File: src/rtl/i2cm_pkg.sv
package i2cm_pkg;
  typedef enum logic [2:0] {
    OP_NONE,
    OP_START,
    OP_RSTART,
    OP_STOP,
    OP_ACK,
    OP_TX,
    OP_RX
  } op_e;

  function automatic logic is_cond(op_e o);
    return (o == OP_START) || (o == OP_RSTART) || (o == OP_STOP);
  endfunction
endpackage

File: src/rtl/i2cm_quarter_timer.sv
module i2cm_quarter_timer #(
  parameter int RELOAD_W = 8
) (
  input  logic                clk_i,
  input  logic                rst_ni,
  input  logic                run_i,
  input  logic [RELOAD_W-1:0] reload_i,
  output logic                tick_o
);
  logic [RELOAD_W-1:0] cnt_q;

  assign tick_o = run_i && (cnt_q == reload_i);

  always_ff @(posedge clk_i or negedge rst_ni) begin
    if (!rst_ni)                cnt_q <= '0;
    else if (!run_i || tick_o)  cnt_q <= '0;
    else                        cnt_q <= cnt_q + 1'b1;
  end

  // quarter length is reload+1, so ticks are spaced apart unless reload is 0
  p_tick_spacing_r2: assert property (@(posedge clk_i) disable iff (!rst_ni)
    (tick_o && reload_i != '0) |=> (!tick_o || reload_i != $past(reload_i)));
endmodule

File: src/rtl/i2cm_cmd_pick.sv
module i2cm_cmd_pick import i2cm_pkg::*; (
  input  logic idle_i,
  input  logic start_i,
  input  logic rstart_i,
  input  logic stop_i,
  input  logic ack_i,
  input  logic rx_i,
  input  logic tx_i,
  output op_e  op_o
);
  always_comb begin
    op_o = OP_NONE;
    if (idle_i) begin
      if (start_i)       op_o = OP_START;
      else if (rstart_i) op_o = OP_RSTART;
      else if (stop_i)   op_o = OP_STOP;
      else if (ack_i)    op_o = OP_ACK;
      else if (rx_i)     op_o = OP_RX;
      else if (tx_i)     op_o = OP_TX;
    end
  end
endmodule

File: src/rtl/i2cm_engine.sv
module i2cm_engine import i2cm_pkg::*; #(
  parameter int BYTE_W = 8
) (
  input  logic              clk_i,
  input  logic              rst_ni,
  input  op_e               grant_i,
  input  logic              tick_i,
  input  logic              ack_val_i,
  input  logic [BYTE_W-1:0] tx_byte_i,
  input  logic              rx_rd_i,
  input  logic              done_clr_i,
  input  logic              sda_i,
  output op_e               op_o,
  output logic              buf_full_o,
  output logic              done_o,
  output logic              ack_stat_o,
  output logic [BYTE_W-1:0] rx_byte_o,
  output logic              scl_oe_o,
  output logic              sda_oe_o
);
  localparam int BIT_W = $clog2(BYTE_W + 1);
  localparam logic [BIT_W-1:0] TX_LAST = BIT_W'(BYTE_W);
  localparam logic [BIT_W-1:0] RX_LAST = BIT_W'(BYTE_W - 1);

  op_e               op_q;
  logic [1:0]        qph_q;
  logic [BIT_W-1:0]  bit_q;
  logic [BYTE_W-1:0] sh_q;
  logic              ackv_q, scl_hold_q, sda_hold_q;
  logic              buf_full_q, done_q, ack_stat_q;
  logic [BYTE_W-1:0] rx_q;
  logic              last, fin, sample, q_low;
  logic [2:0]        rs_step;

  always_comb begin
    case (op_q)
      OP_START, OP_STOP, OP_ACK: last = (qph_q == 2'd3);
      OP_RSTART:                 last = bit_q[0] && (qph_q == 2'd1);
      OP_TX:                     last = (bit_q == TX_LAST) && (qph_q == 2'd3);
      OP_RX:                     last = (bit_q == RX_LAST) && (qph_q == 2'd3);
      default:                   last = 1'b0;
    endcase
  end

  assign fin     = tick_i && last;
  assign sample  = tick_i && (qph_q == 2'd1);
  assign q_low   = (qph_q == 2'd0) || (qph_q == 2'd3);
  assign rs_step = {bit_q[0], qph_q};

  always_ff @(posedge clk_i or negedge rst_ni) begin
    if (!rst_ni) begin
      op_q       <= OP_NONE;
      qph_q      <= '0;
      bit_q      <= '0;
      sh_q       <= '0;
      ackv_q     <= 1'b0;
      scl_hold_q <= 1'b0;
      sda_hold_q <= 1'b0;
      buf_full_q <= 1'b0;
      done_q     <= 1'b0;
      ack_stat_q <= 1'b0;
      rx_q       <= '0;
    end else begin
      if (done_clr_i)             done_q     <= 1'b0;
      if (rx_rd_i && op_q != OP_TX) buf_full_q <= 1'b0;
      if (op_q == OP_NONE) begin
        if (grant_i != OP_NONE) begin
          op_q  <= grant_i;
          qph_q <= '0;
          bit_q <= '0;
          if (grant_i == OP_TX) begin
            sh_q       <= tx_byte_i;
            buf_full_q <= 1'b1;
          end
          if (grant_i == OP_ACK) ackv_q <= ack_val_i;
        end
      end else if (tick_i) begin
        qph_q <= qph_q + 1'b1;
        if (qph_q == 2'd3) bit_q <= bit_q + 1'b1;
        if (op_q == OP_TX) begin
          if (sample && bit_q == TX_LAST) ack_stat_q <= sda_i;
          if (qph_q == 2'd3 && bit_q < TX_LAST) sh_q <= sh_q << 1;
          if (qph_q == 2'd3 && bit_q == RX_LAST) buf_full_q <= 1'b0;
        end
        if (op_q == OP_RX && sample) sh_q <= {sh_q[BYTE_W-2:0], sda_i};
        if (fin) begin
          op_q <= OP_NONE;
          case (op_q)
            OP_START, OP_RSTART: begin scl_hold_q <= 1'b1; sda_hold_q <= 1'b1; end
            OP_STOP:             begin scl_hold_q <= 1'b0; sda_hold_q <= 1'b0; end
            default:             begin scl_hold_q <= 1'b1; sda_hold_q <= 1'b0; end
          endcase
          if (op_q == OP_TX) done_q <= 1'b1;
          if (op_q == OP_RX) begin
            rx_q       <= sh_q;
            buf_full_q <= 1'b1;
          end
        end
      end
    end
  end

  // line enables per quarter: 1 pulls the line low
  always_comb begin
    case (op_q)
      OP_START:  begin scl_oe_o = (qph_q == 2'd3); sda_oe_o = qph_q[1]; end
      OP_RSTART: begin scl_oe_o = (rs_step < 3'd2) || (rs_step == 3'd5);
                       sda_oe_o = (rs_step >= 3'd4); end
      OP_STOP:   begin scl_oe_o = (qph_q == 2'd0); sda_oe_o = (qph_q != 2'd3); end
      OP_ACK:    begin scl_oe_o = q_low; sda_oe_o = !ackv_q; end
      OP_TX:     begin scl_oe_o = q_low;
                       sda_oe_o = (bit_q < TX_LAST) ? !sh_q[BYTE_W-1] : 1'b0; end
      OP_RX:     begin scl_oe_o = q_low; sda_oe_o = 1'b0; end
      default:   begin scl_oe_o = scl_hold_q; sda_oe_o = sda_hold_q; end
    endcase
  end

  assign op_o       = op_q;
  assign buf_full_o = buf_full_q;
  assign done_o     = done_q;
  assign ack_stat_o = ack_stat_q;
  assign rx_byte_o  = rx_q;

  p_sda_scl_low_r3: assert property (@(posedge clk_i) disable iff (!rst_ni)
    (!is_cond(op_q) && !is_cond($past(op_q)) && (sda_oe_o != $past(sda_oe_o)))
      |-> (scl_oe_o && $past(scl_oe_o)));

  p_no_grant_busy_r9: assert property (@(posedge clk_i) disable iff (!rst_ni)
    (op_q != OP_NONE) |-> (grant_i == OP_NONE));

  p_bf_low_ack_r6: assert property (@(posedge clk_i) disable iff (!rst_ni)
    (op_q == OP_TX && bit_q == TX_LAST) |-> !buf_full_q);

  p_done_after_tx_r4: assert property (@(posedge clk_i) disable iff (!rst_ni)
    $rose(done_q) |-> ($past(op_q) == OP_TX));

  p_rx_full_r7: assert property (@(posedge clk_i) disable iff (!rst_ni)
    (op_q == OP_RX && fin) |=> (buf_full_q && op_q == OP_NONE));
endmodule

File: src/rtl/i2c_cmd_master.sv
module i2c_cmd_master import i2cm_pkg::*; #(
  parameter int RELOAD_W = 8,
  parameter int BYTE_W   = 8
) (
  input  logic                clk_i,
  input  logic                rst_ni,
  input  logic [RELOAD_W-1:0] reload_i,
  input  logic                start_req_i,
  input  logic                rstart_req_i,
  input  logic                stop_req_i,
  input  logic                ack_req_i,
  input  logic                rx_req_i,
  input  logic                ack_val_i,
  input  logic                tx_wr_i,
  input  logic [BYTE_W-1:0]   tx_byte_i,
  input  logic                rx_rd_i,
  input  logic                done_clr_i,
  output logic                start_bit_o,
  output logic                rstart_bit_o,
  output logic                stop_bit_o,
  output logic                ack_bit_o,
  output logic                rx_bit_o,
  output logic                tx_busy_o,
  output logic                buf_full_o,
  output logic                done_o,
  output logic                ack_stat_o,
  output logic                idle_o,
  output logic [BYTE_W-1:0]   rx_byte_o,
  input  logic                scl_i,
  input  logic                sda_i,
  output logic                scl_oe_o,
  output logic                sda_oe_o
);
  op_e  grant, op;
  logic tick;

  i2cm_cmd_pick u_pick (
    .idle_i   (idle_o),
    .start_i  (start_req_i),
    .rstart_i (rstart_req_i),
    .stop_i   (stop_req_i),
    .ack_i    (ack_req_i),
    .rx_i     (rx_req_i),
    .tx_i     (tx_wr_i),
    .op_o     (grant)
  );

  i2cm_quarter_timer #(.RELOAD_W(RELOAD_W)) u_timer (
    .clk_i    (clk_i),
    .rst_ni   (rst_ni),
    .run_i    (op != OP_NONE),
    .reload_i (reload_i),
    .tick_o   (tick)
  );

  i2cm_engine #(.BYTE_W(BYTE_W)) u_engine (
    .clk_i      (clk_i),
    .rst_ni     (rst_ni),
    .grant_i    (grant),
    .tick_i     (tick),
    .ack_val_i  (ack_val_i),
    .tx_byte_i  (tx_byte_i),
    .rx_rd_i    (rx_rd_i),
    .done_clr_i (done_clr_i),
    .sda_i      (sda_i),
    .op_o       (op),
    .buf_full_o (buf_full_o),
    .done_o     (done_o),
    .ack_stat_o (ack_stat_o),
    .rx_byte_o  (rx_byte_o),
    .scl_oe_o   (scl_oe_o),
    .sda_oe_o   (sda_oe_o)
  );

  assign start_bit_o  = (op == OP_START);
  assign rstart_bit_o = (op == OP_RSTART);
  assign stop_bit_o   = (op == OP_STOP);
  assign ack_bit_o    = (op == OP_ACK);
  assign rx_bit_o     = (op == OP_RX);
  assign tx_busy_o    = (op == OP_TX);
  assign idle_o = !(start_bit_o | rstart_bit_o | stop_bit_o | ack_bit_o | rx_bit_o | tx_busy_o);

  // an enable must actually pull the wired line low
  p_scl_wired_r11: assert property (@(posedge clk_i) disable iff (!rst_ni)
    scl_oe_o |-> !scl_i);
endmodule

File: config.mk
export PLATFORM = sky130hd
export DESIGN_NAME = i2c_cmd_master
export DESIGN_NICKNAME = d
export VERILOG_FILES = /design/src/rtl/i2cm_pkg.sv /design/src/rtl/i2cm_quarter_timer.sv /design/src/rtl/i2cm_cmd_pick.sv /design/src/rtl/i2cm_engine.sv /design/src/rtl/i2c_cmd_master.sv
export SDC_FILE = /design/constraint.sdc
export NUM_CORES = 1
export LEC_CHECK = 0
export ABC_AREA = 0
export BUFFER_PORTS_ARGS = -buffer_cell sky130_fd_sc_hd__buf_2
export CORE_MARGIN = 3
export CORE_UTILIZATION = 45
export CTS_CLUSTER_SIZE = 28
export DETAILED_ROUTE_END_ITERATION = 6
export GPL_TIMING_DRIVEN = 0
export HOLD_SLACK_MARGIN = 0.05
export MAX_ROUTING_LAYER = met4
export PLACE_DENSITY = 0.7
export SLEW_MARGIN = 40
export SYNTH_ARGS = -nofsm -noshare
export SYNTH_HDL_FRONTEND = slang
export SYNTH_HIERARCHICAL = 1
export SYNTH_SLANG_ARGS = --single-unit
export TNS_END_PERCENT = 50
File: constraint.sdc
create_clock -name clk_i -period 2.58 [get_ports clk_i]
set_clock_uncertainty 0.05 [all_clocks]
set_input_delay 0.645 -clock clk_i [delete_from_list [all_inputs] [get_ports clk_i]]
set_output_delay 0.645 -clock clk_i [all_outputs]
set_load 0.01 [all_outputs]
## After elaboration in Yosys (flattened, before gate mapping)

Index checks and enable logic that the tools add are counted.

| word-level totals | value |
|---|---|
| flip-flop bits (word level) | 39 |
| output and inout port bits | 20 |
| logic and storage cells | 125 |
| bits of input ports | 29 |

| cells by class | value |
|---|---|
| bitwise gates (word level) | 6 |
| $add $sub $neg | 3 |
| mux-type cells | 46 |
| order comparisons | 3 |
| equality and inequality tests | 18 |
| reduce and logical (&&, ||, !) cells | 37 |

Operator list:

| operator | count |
|---|---|
| two-way mux 8 bit | 8 |
| two-way mux 3 bit | 11 |
| equality test 3 bit, second input constant | 6 |
| two-way mux 1 bit | 17 |
| two-way mux 4 bit | 4 |
| AND reduction 3 bit | 4 |
| nonzero test 3 bit | 4 |
| logical AND 1 bit | 10 |
| adder 8 x 1 -> 8 bit, second input constant | 1 |
| equality test 8 bit | 1 |
| one-hot mux 1 bit (4 select lines) | 2 |
| AND reduction 4 bit | 2 |
| equality test 3 x 2 -> 1 bit, second input constant | 2 |
| two-way mux 2 bit | 3 |
| inequality test 2 bit, second input constant | 3 |
| one-hot mux 1 bit (6 select lines) | 1 |
| nonzero test 2 bit | 3 |
| OR reduction 3 bit | 2 |
| bitwise OR 1 bit | 5 |
| AND reduction 5 bit | 1 |
| adder 4 x 1 -> 4 bit, second input constant | 1 |
| equality test 4 x 3 -> 1 bit, second input constant | 1 |
| equality test 4 bit, second input constant | 1 |
| zero test 1 bit | 4 |
| other kinds (14) | 16 |

## Depth between registers and ports, before layout

Gate-level depths: netlist of run 1.

| logic depth | value |
|---|---|
| word-level depth | 11 |
| gate-level depth with buffers | 9 |
| gate-level depth less buffers | 8 |

## By module

Netlist of run 1, hierarchy kept.

By module, submodules not included:

| module | area an instance (µm²) | times used | cells an instance | seq. area each (µm²) |
|---|---|---|---|---|
| i2cm_engine | 1,778.0 | 1 | 177 | 775.7 |
| i2cm_quarter_timer | 500.5 | 1 | 46 | 200.2 |
| i2c_cmd_master | 72.6 | 1 | 10 | 0.0 |
| i2cm_cmd_pick | 62.6 | 1 | 9 | 0.0 |

## Worst setup path after synthesis of run 1

OpenSTA, ideal clock, no wires.

| timing | value |
|---|---|
| kind | input -> register |
| from | input reload_i[7] |
| to | register u_engine.rx_q[0], in the netlist u_engine/rx_byte_o[0] |
| buffers on the path | 1 |
| arrival | 2.620 ns |
| required time | 2.405 ns |
| cell stages on the path | 7 |
| slack | -0.215 ns |
| setup time | 0.125 ns |
| cells stage by stage | xor2_2 > nor4_2 > and3_1 > clkbuf_1 > nand2_1 > a31oi_4 > mux2_2 |

| on the way | value |
|---|---|
| longest elaborated chain between the ends | 4 |

RTL lines:

| element | line | source |
|---|---|---|
| from (decl) | i2c_cmd_master.sv:7 | `input logic [RELOAD_W-1:0] reload_i,` |
| equality test 8 bit * | i2cm_quarter_timer.sv:12 | `assign tick_o = run_i && (cnt_q == reload_i);` |
| logical AND 1 bit * | i2cm_quarter_timer.sv:12 |  |
| via tick | i2c_cmd_master.sv:35 | `logic tick;` |
| logical AND 1 bit | i2cm_engine.sv:45 | `assign fin = tick_i && last;` |
| AND reduction 4 bit (no source line) * | -- |  |
| to (signal assigned) | i2cm_engine.sv:95 | `rx_q <= sh_q;` |
| to (decl) | i2cm_engine.sv:31 | `logic [BYTE_W-1:0] rx_q;` |

The timed path passes the listed nets; every way through them passes the cells marked *.
A chain may end at the register's enable or synchronous reset.

## Worst setup path after layout of run 1

| timing | value |
|---|---|
| from | register u_engine.op_q[1], in the netlist u_engine/op_o[1] |
| to | output sda_oe_o |

| on the way | value |
|---|---|
| longest elaborated chain between the ends | 2 |
| elaborated cells on any way between the ends | 7 |
| classes of those cells | eq/ne: 6; mux: 1 |

RTL lines:

| element | line | source |
|---|---|---|
| from (decl) | i2cm_engine.sv:25 | `op_e op_q;` |
| from (signal assigned) | i2cm_engine.sv:68 | `op_q <= grant_i;` |
| equality test 3 bit (tied with other cells) | i2cm_engine.sv:105 | `case (op_q)` |
| one-hot mux 1 bit (6 select lines) * | i2cm_engine.sv:105 |  |
| to (decl) | i2c_cmd_master.sv:32 | `output logic sda_oe_o` |

Mark *: on every way between the ends. The rest lies on a longest branch, timed or not.

==> results of run 1 <==
-- repair_timing --
action,4_1_cts,5_1_grt
buffers inserted,2,11
resized for setup,4,11
setup endpoints to repair,18,12
hold buffers,0,0
pin swaps,2,0
-- final cells by class --
class	instances	area, um2
clock inverters	3	43.8
fillers	472	2120
multi-input cells	183	1390
well taps	70	87.6
plain buffers	9	67.6
repair buffers	60	345
inverters	10	37.5
flip-flops and latches	39	982
clock buffers	5	68.8
-- worst paths after layout --
| kind | to | start |
|---|---|---|
| max | sda_oe_o | u_engine/op_o[1] |
| min | u_engine/scl_hold_q | rst_ni |
| max reg2reg | u_engine/sh_q[7] | u_engine/op_o[1] |
| min reg2reg | u_engine/rx_byte_o[4] | u_engine/rx_byte_o[4] |
| max in group asynchronous | u_engine/op_o[1] | rst_ni |
| min in group clk_i | u_engine/rx_byte_o[4] | u_engine/rx_byte_o[4] |
-- power breakdown --
part           leakage, nW  internal [mW]  switching (mW)
registers            0.521          0.687          0.0981
logic                0.874          0.426           0.482
clock network       0.0581          0.288           0.224
-- sequential cells by signal (all words and copies together) (netlist names) --
| signal | count |
|---|---|
| u_engine/ack_stat_o | 1 |
| u_engine/ackv_q | 1 |
| u_engine/bit_q | 4 |
| u_engine/buf_full_o | 1 |
| u_engine/done_o | 1 |
| u_engine/op_o | 3 |
| u_engine/qph_q | 2 |
| u_engine/rx_byte_o | 8 |
| u_engine/scl_hold_q | 1 |
| u_engine/sda_hold_q | 1 |
| u_engine/sh_q | 8 |
| u_timer/cnt_q | 8 |
-- per-stage QoR --
| stage | instances | area [um2] | util [%] |
|---|---|---|---|
| 3_3_place_gp | 359 | 2760 | 53.6 |
| 5_1_grt | 379 | 3020 | 58.7 |
| 6_report | 379 | 3020 | 58.7 |
| 3_5_place_dp | 359 | 2760 | 53.7 |
| 2_1_floorplan | 242 | 2430 | - |
| 4_1_cts | 369 | 2890 | 56.2 |
-- routing by layer --
layer  global-route usage, %  vias to the layer above  part of all wire (%)
met3                    2.83                        7                   5.4
met2                    28.5                       53                    45
met5                       -                        -                     0
met4                    6.70                        0                   1.0
li1                        -                      996                     -
met1                    26.3                      945                    48
-- worst max-delay path, stage by stage, from the launching register on --
cell and delay [ps]:
dfrtp_2 460, buf_2 190, clkbuf_4 200, nand3b_1 90, a21oi_1 70, a221o_1 340
buf_2 140
-- logic make-up (layout without fill, tap and decap cells) --
| kind of cell | count (synthesis) | in the layout | share of synthesized area, % |
|---|---|---|---|
| AND/OR/NAND/NOR | 98 | 98 | 22.2 |
| XOR/XNOR | 14 | 14 | 5.70 |
| multiplexers | 22 | 22 | 10.4 |
| buffers and inverters | 20 | 87 | 4.10 |
| flip-flops | 39 | 39 | 40.4 |
| adder cells (fa/ha/maj) | 6 | 6 | 3.11 |
| AO/OA/AOI/OAI | 43 | 43 | 14.0 |
-- layout by cell type, fill, tap and decap left out, drive strengths merged, types with 3 or more instances in the layout --
cell	netlist	final
nand2	39	39
a211oi	5	5
inv	10	10
nand3	12	12
a21oi	4	4
nor3b	4	4
nor2	10	10
nor3	3	3
ha	6	6
nand2b	5	5
mux2i	3	3
nor4	3	3
a22o	3	3
and3b	4	4
dfrtp	39	39
or3	5	5
clkbuf	3	10
xor2	12	12
nand4	3	3
mux2	19	19
a221oi	3	3
buf	7	64
o21ai	12	12
==> metrics, run 1 <==
number of synthesized flops with an enable pin 0; PnR worst setup slack 106 ps; number of global-route vias before repair 1882; Clock H-tree levels 2; Initial DRC Count 87; Syn Inst Count 242; overall power 2.20 mW; pre-CTS setup slack -366 ps; area delta synth->final 25.1%; Setup Viol. Count Final 0; clock sink count 39; via count 2001; Worst setup SP type flip-flop; Min Hold Slack 256 ps; Starting Density 47.0%; Syn Area/Cell 9.97 um2; port buffer count 47; Hold Path Class primary input to asynchronous set/reset pin; CP endpoint kind output port; die span in x 79.2 um; top-count cell post-synth dfrtp_1; ANT nets after route 0; period utilisation layout 95.9%; Root Buffer Master clkbuf_8; setup_tns 0 ps; Seq cells post-synth 39; area of the core 5140 um2; Synth cell types 56; PD cells 730 nW/um2; initial antenna violation count 0; Worst Max-Slew Pin Slew 528 ps; wire per inst 14.3 um; number of max-cap violations 0; crit path kind flip-flop to output port; final worst path period need 2470 ps; FF-to-FF path depth 8; CTS tree done; Fin. Hold Viols 0; Synth async-reset ratio 100%; gr usage total 19.0%; Post-synth top cells 39 x dfrtp_1, 38 x nand2_1, 16 x mux2_2; RSZ-0062 raised after global routing false; net count after synthesis 277; Nets 343; cell taking the most area after synthesis dfrtp_1; mapped cell area 2410 um2; share of the synthesized area in the top cell type 40.4%; Post-route DRC 0; DR vias/cell 5.28; status complete, no violations; grt ovf 0; clk buf depth 2; arrival time worst endpoint 1780 ps; wirelength, routed 5430 um; Critical Path RT 1880 ps; Leakage Power 1.45 nW; Final Wtd Congestion 0.777; share of layout cells above drive strength 1 38.2%; DRT Pass-1 Iters 4; synth top area cells dfrtp_1 40%, mux2_2 7.5%, nand2_1 5.9%; R2R setup slack 140 ps; # diodes 0; first-pass GRT wire length 9160 um; Clk pin slew, worst setup/hold paths 70 ps; Slew Viols, Final 0; CP Max Fanout 10; Synth Flop Type dfrtp_1; register area share after synthesis 40.4%; worst-skew pair later-pin latency 290 ps; largest net degree at the start of global routing 40; Die Y 79.2 um; max_slew headroom 64.8%; TritonCTS Buffers 5; FP Rows 26; Post-DP HPWL 3700 um; die area 6280 um2; Max Clk Rate 0.404 GHz; I/O pin total 49; worst vdd ir 314 uV; Synthesis Warnings 6
(Power assumes the default switching activity.)
==> run 2: changes to the inputs <==
Settings changed: CORE_MARGIN 3 to default, REMOVE_ABC_BUFFERS from default to 1.
==> metrics, run 2 (same netlist as run 1, synthesis figures left out) <==
arrival time worst endpoint 2630 ps; commonest non-fill, non-tap cell in the layout buf_2; TritonCTS Buffers 5; Worst Max-Slew Pin Slew 573 ps; die span in x 75.2 um; Leakage Power 1.42 nW; area of the multi-input gates 1390 um2; CTS tree done; wire per inst 14.6 um; I/O pin total 49; gr usage total 20.6%; slowest CP cell dfrtp_4; Nets 332; port buffer count 47; FP Rows 26; Min Hold Slack 265 ps; Max Clk Rate 0.399 GHz; worst vdd ir 326 uV; Worst setup SP type flip-flop; Setup Viol. Count Final 0; DRT Pass-1 Iters 4; reg-to-reg endpoint u_engine/sh_q[0]; FF+latch area 988 um2; clock sink count 39; Hold Path Class primary input to asynchronous set/reset pin; Slew Viols, Final 0; Fill cells 474; number of max-cap violations 0; area delta synth->final 23.4%; worst-skew pair later-pin latency 290 ps; Post-DP HPWL 3410 um; Final Wtd Congestion 0.777; Die Y 75.2 um; FF-to-FF Start u_engine/op_o[2]; setup_tns 0 ps; first-pass GRT wire length 8400 um; overall power 2.25 mW; Post-route DRC 0; period utilisation layout 97.0%; grt ovf 0; area of the core 5140 um2; via count 1997; Fin. Hold Viols 0; post-route cell area 2980 um2; Clk pin slew, worst setup/hold paths 70 ps; die area 5660 um2; FF-to-FF path depth 8; PnR worst setup slack 76.8 ps; DR vias/cell 5.43; Clock H-tree levels 2; status complete, no violations; share of layout cells above drive strength 1 36.2%; number of global-route vias before repair 1784; wirelength, routed 5370 um; CP Max Fanout 16; clk buf depth 2; pre-CTS setup slack -661 ps; CP cell instances or3_4 > nand2_2 > nand2b_4 > nor4_4 > and4b_2 > a31oi_4 > buf_12 > mux2_1; Critical Path RT 2700 ps; slowest stage delay, CP 570 ps; initial antenna violation count 0; largest net degree at the start of global routing 40; max_slew headroom 61.6%; Starting Density 47.0%; PD cells 754 nW/um2; # diodes 0; CP endpoint kind flip-flop; R2R setup slack 80 ps; crit path kind flip-flop to flip-flop; Root Buffer Master clkbuf_8; commonest non-fill, non-tap cells in the layout 46 x buf_2, 38 x nand2_1, 35 x dfrtp_1; final worst path period need 2500 ps; Initial DRC Count 141; ANT nets after route 0; Placed Area 2690 um2
[run 2: cell count changes in the layout (fill, tap and decap cells not counted), moves of 2 or more]
cell	before	now
dfrtp_2	5	1
clkbuf_2	2	0
buf_4	12	10
clkbuf_4	2	0
buf_6	3	0
buf_2	48	46
dfrtp_4	0	3
[run 2: worst max path at each step]
stage	from	endpoint	slack [ps]	depth (start not counted)
after floorplan	reload_i[7]	u_engine/rx_byte_o[0]	-110	6
after global placement	reload_i[7]	u_engine/rx_byte_o[4]	-630	7
after detailed placement	reload_i[5]	u_engine/rx_byte_o[3]	-660	7
after CTS	u_engine/op_o[0]	u_engine/sh_q[0]	20	8
after global routing	u_engine/op_o[2]	u_engine/sh_q[0]	-6	8
final	u_engine/op_o[2]	u_engine/sh_q[0]	80	8
[run 2: layout make-up]
cell class / instances / area share (%)
sequential: 39 / 33.2
timing repair buffer: 58 / 11.4
tap: 70 / 2.94
multi-input combinational: 183 / 46.8
inverter: 10 / 1.26
clock inverter: 2 / 2.02
clock buffer: 6 / 2.44
[run 2: metrics by stage]
step / instances / utilization, %
2_1_floorplan: 232 / -
3_3_place_gp: 349 / 52.0
3_5_place_dp: 349 / 52.2
4_1_cts: 361 / 56.5
5_1_grt: 368 / 58.0
6_report: 368 / 58.0
[run 2: worst max-delay path, delay by kind of cell (launching register included)]
kind,cells,cell delay (ps)
AND/OR/NAND/NOR,5,1250
flip-flops,1,570
multiplexers,1,310
buffers and inverters,1,150
AO/OA/AOI/OAI,1,50
[run 2: report_power, final]
part           switching (mW)  internal (mW)
Clock                   0.214          0.387
Combinational           0.466          0.372
Sequential              0.115          0.693
[run 2: routing by layer]
layer	global-route usage [%]	share of wire [%]	vias up
li1	-	-	980
met1	27.9	48	960
met2	31.3	47	52
met3	3.21	4.0	5
met4	7.41	1.1	0
met5	-	0	-
[run 2: timing repair]
item | 4_1_cts | 5_1_grt
endpoints found under the setup margin | 29 | 10
resized for setup | 9 | 6
cloned | 0 | 0
pin swaps | 2 | 2
hold buffers | 0 | 0
setup buffers | 4 | 7
==> run 3: changes to the inputs <==
Settings changed: CORE_MARGIN from default to 8, CORE_UTILIZATION 45 to 50, PLACE_DENSITY 0.7 to 0.77.
==> metrics, run 3 (same netlist as run 1, synthesis figures left out) <==
FF-to-FF path depth 7; status complete, no violations; first-pass GRT wire length 8850 um; Min Hold Slack 252 ps; DR vias/cell 5.81; worst-skew pair later-pin latency 300 ps; clk buf depth 2; Switch Pwr 0.803 mW; Clk pwr share 19.7%; ANT nets after route 0; Critical Path RT 1880 ps; Cells after DPL 333; Clk pin slew, worst setup/hold paths 70 ps; reg-to-reg endpoint u_engine/sh_q[4]; CP Max Fanout 8; Pint 1.26 mW; Die Y 85.5 um; I/O pin total 49; commonest non-fill, non-tap cells in the layout 46 x buf_2, 38 x nand2_1, 36 x dfrtp_1; Post-DP HPWL 3610 um; Nets 333; CP cell instances buf_4 > nor3b_1 > o21ai_0 > a21oi_1 > a221o_1 > buf_2; arrival time worst endpoint 1790 ps; commonest non-fill, non-tap cell in the layout buf_2; die area 7310 um2; switching part of the total 38.8%; Post-route DRC 0; Worst Max-Slew Pin Slew 543 ps; gr usage total 15.5%; area delta synth->final 20.5%; part of the power in registers 38.6%; CTS tree done; Buf/Inv on CP 2; Initial DRC Count 91; DRT Pass-1 Iters 4; # diodes 0; crit path kind flip-flop to output port; Worst path depth 6; R2R setup slack 140 ps; Setup Viol. Count Final 0; TritonCTS Buffers 5; cell family with most CP delay compound AO/OA/AOI/OAI gates; worst vdd ir 282 uV; number of max-cap violations 0; wirelength, routed 5600 um; port buffer count 47; Fill cells 399; crit path from u_engine/op_o[0]; FP Rows 25; Starting Density 51.4%; area of the core 4690 um2; slowest stage delay, CP 500 ps; Worst setup endpoint sda_oe_o; Fin. Hold Viols 0; Worst setup SP type flip-flop; Gate power share 41.7%; initial antenna violation count 0; Hold Path Class primary input to asynchronous set/reset pin; CP endpoint kind output port; grt ovf 0; FF-to-FF Start u_engine/op_o[1]; slowest CP cell dfrtp_4; post-route cell area 2910 um2; wire per inst 15.9 um; clock sink count 39; Slew Viols, Final 0; RSZ-0062 raised after global routing true; Placed Area 2670 um2; number of global-route vias before repair 1775; Max Clk Rate 0.402 GHz; period utilisation layout 96.4%; Clock H-tree levels 2; Root Buffer Master clkbuf_8; PD cells 711 nW/um2; die span in x 85.5 um; largest net degree at the start of global routing 40; Final Wtd Congestion 0.825; Leakage Power 1.40 nW; post-route insts no fill 353; via count 2050; final worst path period need 2490 ps; # hold bufs at CTS 0; max_slew headroom 63.7%; share of layout cells above drive strength 1 36.5%
## run 3: changes by cell type in the layout (fill, tap and decap cells not counted)
cell / previous run / this run
bufinv_16: 2 / 0
buf_12: 1 / 0
buf_4: 10 / 11
buf_6: 0 / 1
clkinv_2: 0 / 1
clkinvlp_4: 0 / 1
dfrtp_1: 35 / 36
dfrtp_2: 1 / 0
inv_1: 10 / 9
inv_2: 0 / 1
## run 3: how the worst min path moves through the flow
| stage | start | slack (ps) | to |
|---|---|---|---|
| floorplan | rst_ni | 300 | u_engine/ack_stat_o |
| global placement | u_engine/rx_byte_o[4] | 440 | u_engine/rx_byte_o[4] |
| detailed placement | u_engine/rx_byte_o[3] | 440 | u_engine/rx_byte_o[3] |
| CTS | rst_ni | 280 | u_timer/cnt_q[3] |
| global route | rst_ni | 290 | u_engine/qph_q[1] |
| finish | rst_ni | 250 | u_engine/qph_q[0] |
## run 3: power groups by stage
stage	clock network [mW]	registers, mW	logic [mW]
final	0.408	0.797	0.862
after floorplan	0	0.841	0.454
after global placement	0	0.884	0.604
after global routing	0.447	0.814	0.945
after CTS	0.419	0.890	0.646
after detailed placement	0	0.898	0.617
## run 3: routing by layer
layer	share of wire, %	vias up	global-route usage [%]
met1	44	997	20.3
met5	0	-	-
met2	47	58	21.9
met4	1.4	0	4.78
met3	7.0	10	5.60
li1	-	985	-
## run 3: per-stage QoR
stage,setup TNS [ps],worst slack [ps],total power [mW],util [%]
finish,0,92.8,2.07,62.0
global placement,-10940,-609,1.49,56.6
global route,-13.2,-13.2,2.21,62.0
floorplan,-877,-107,1.30,-
detailed placement,-11110,-614,1.51,56.8
CTS,-27.1,-27.1,1.96,59.3
## run 3: area by class of cell
| type | instances | area (um2) | share of cell area (%) |
|---|---|---|---|
| Timing Repair Buffer | 59 | 338 | 11.6 |
| Clock inverter | 2 | 12.5 | 0.430 |
| Multi-Input combinational cell | 183 | 1390 | 47.9 |
| Inverter | 10 | 37.5 | 1.29 |
| Tap cell | 54 | 67.6 | 2.32 |
| Sequential cell | 39 | 987 | 33.9 |
| Clock buffer | 6 | 72.6 | 2.49 |
## run 3: worst reg2reg max path, cell delays in order (launching register included)
cell	delay, ps
dfrtp_4	510
or3_4	410
nand2_2	110
nand2b_4	70
a21oi_2	200
and4b_2	290
a31oi_4	310
mux2_2	380
## run 3: repair_timing
item,4_1_cts,5_1_grt
pin swaps,0,2
resized for setup,8,7
setup buffers,0,12
endpoints found under the setup margin,29,19
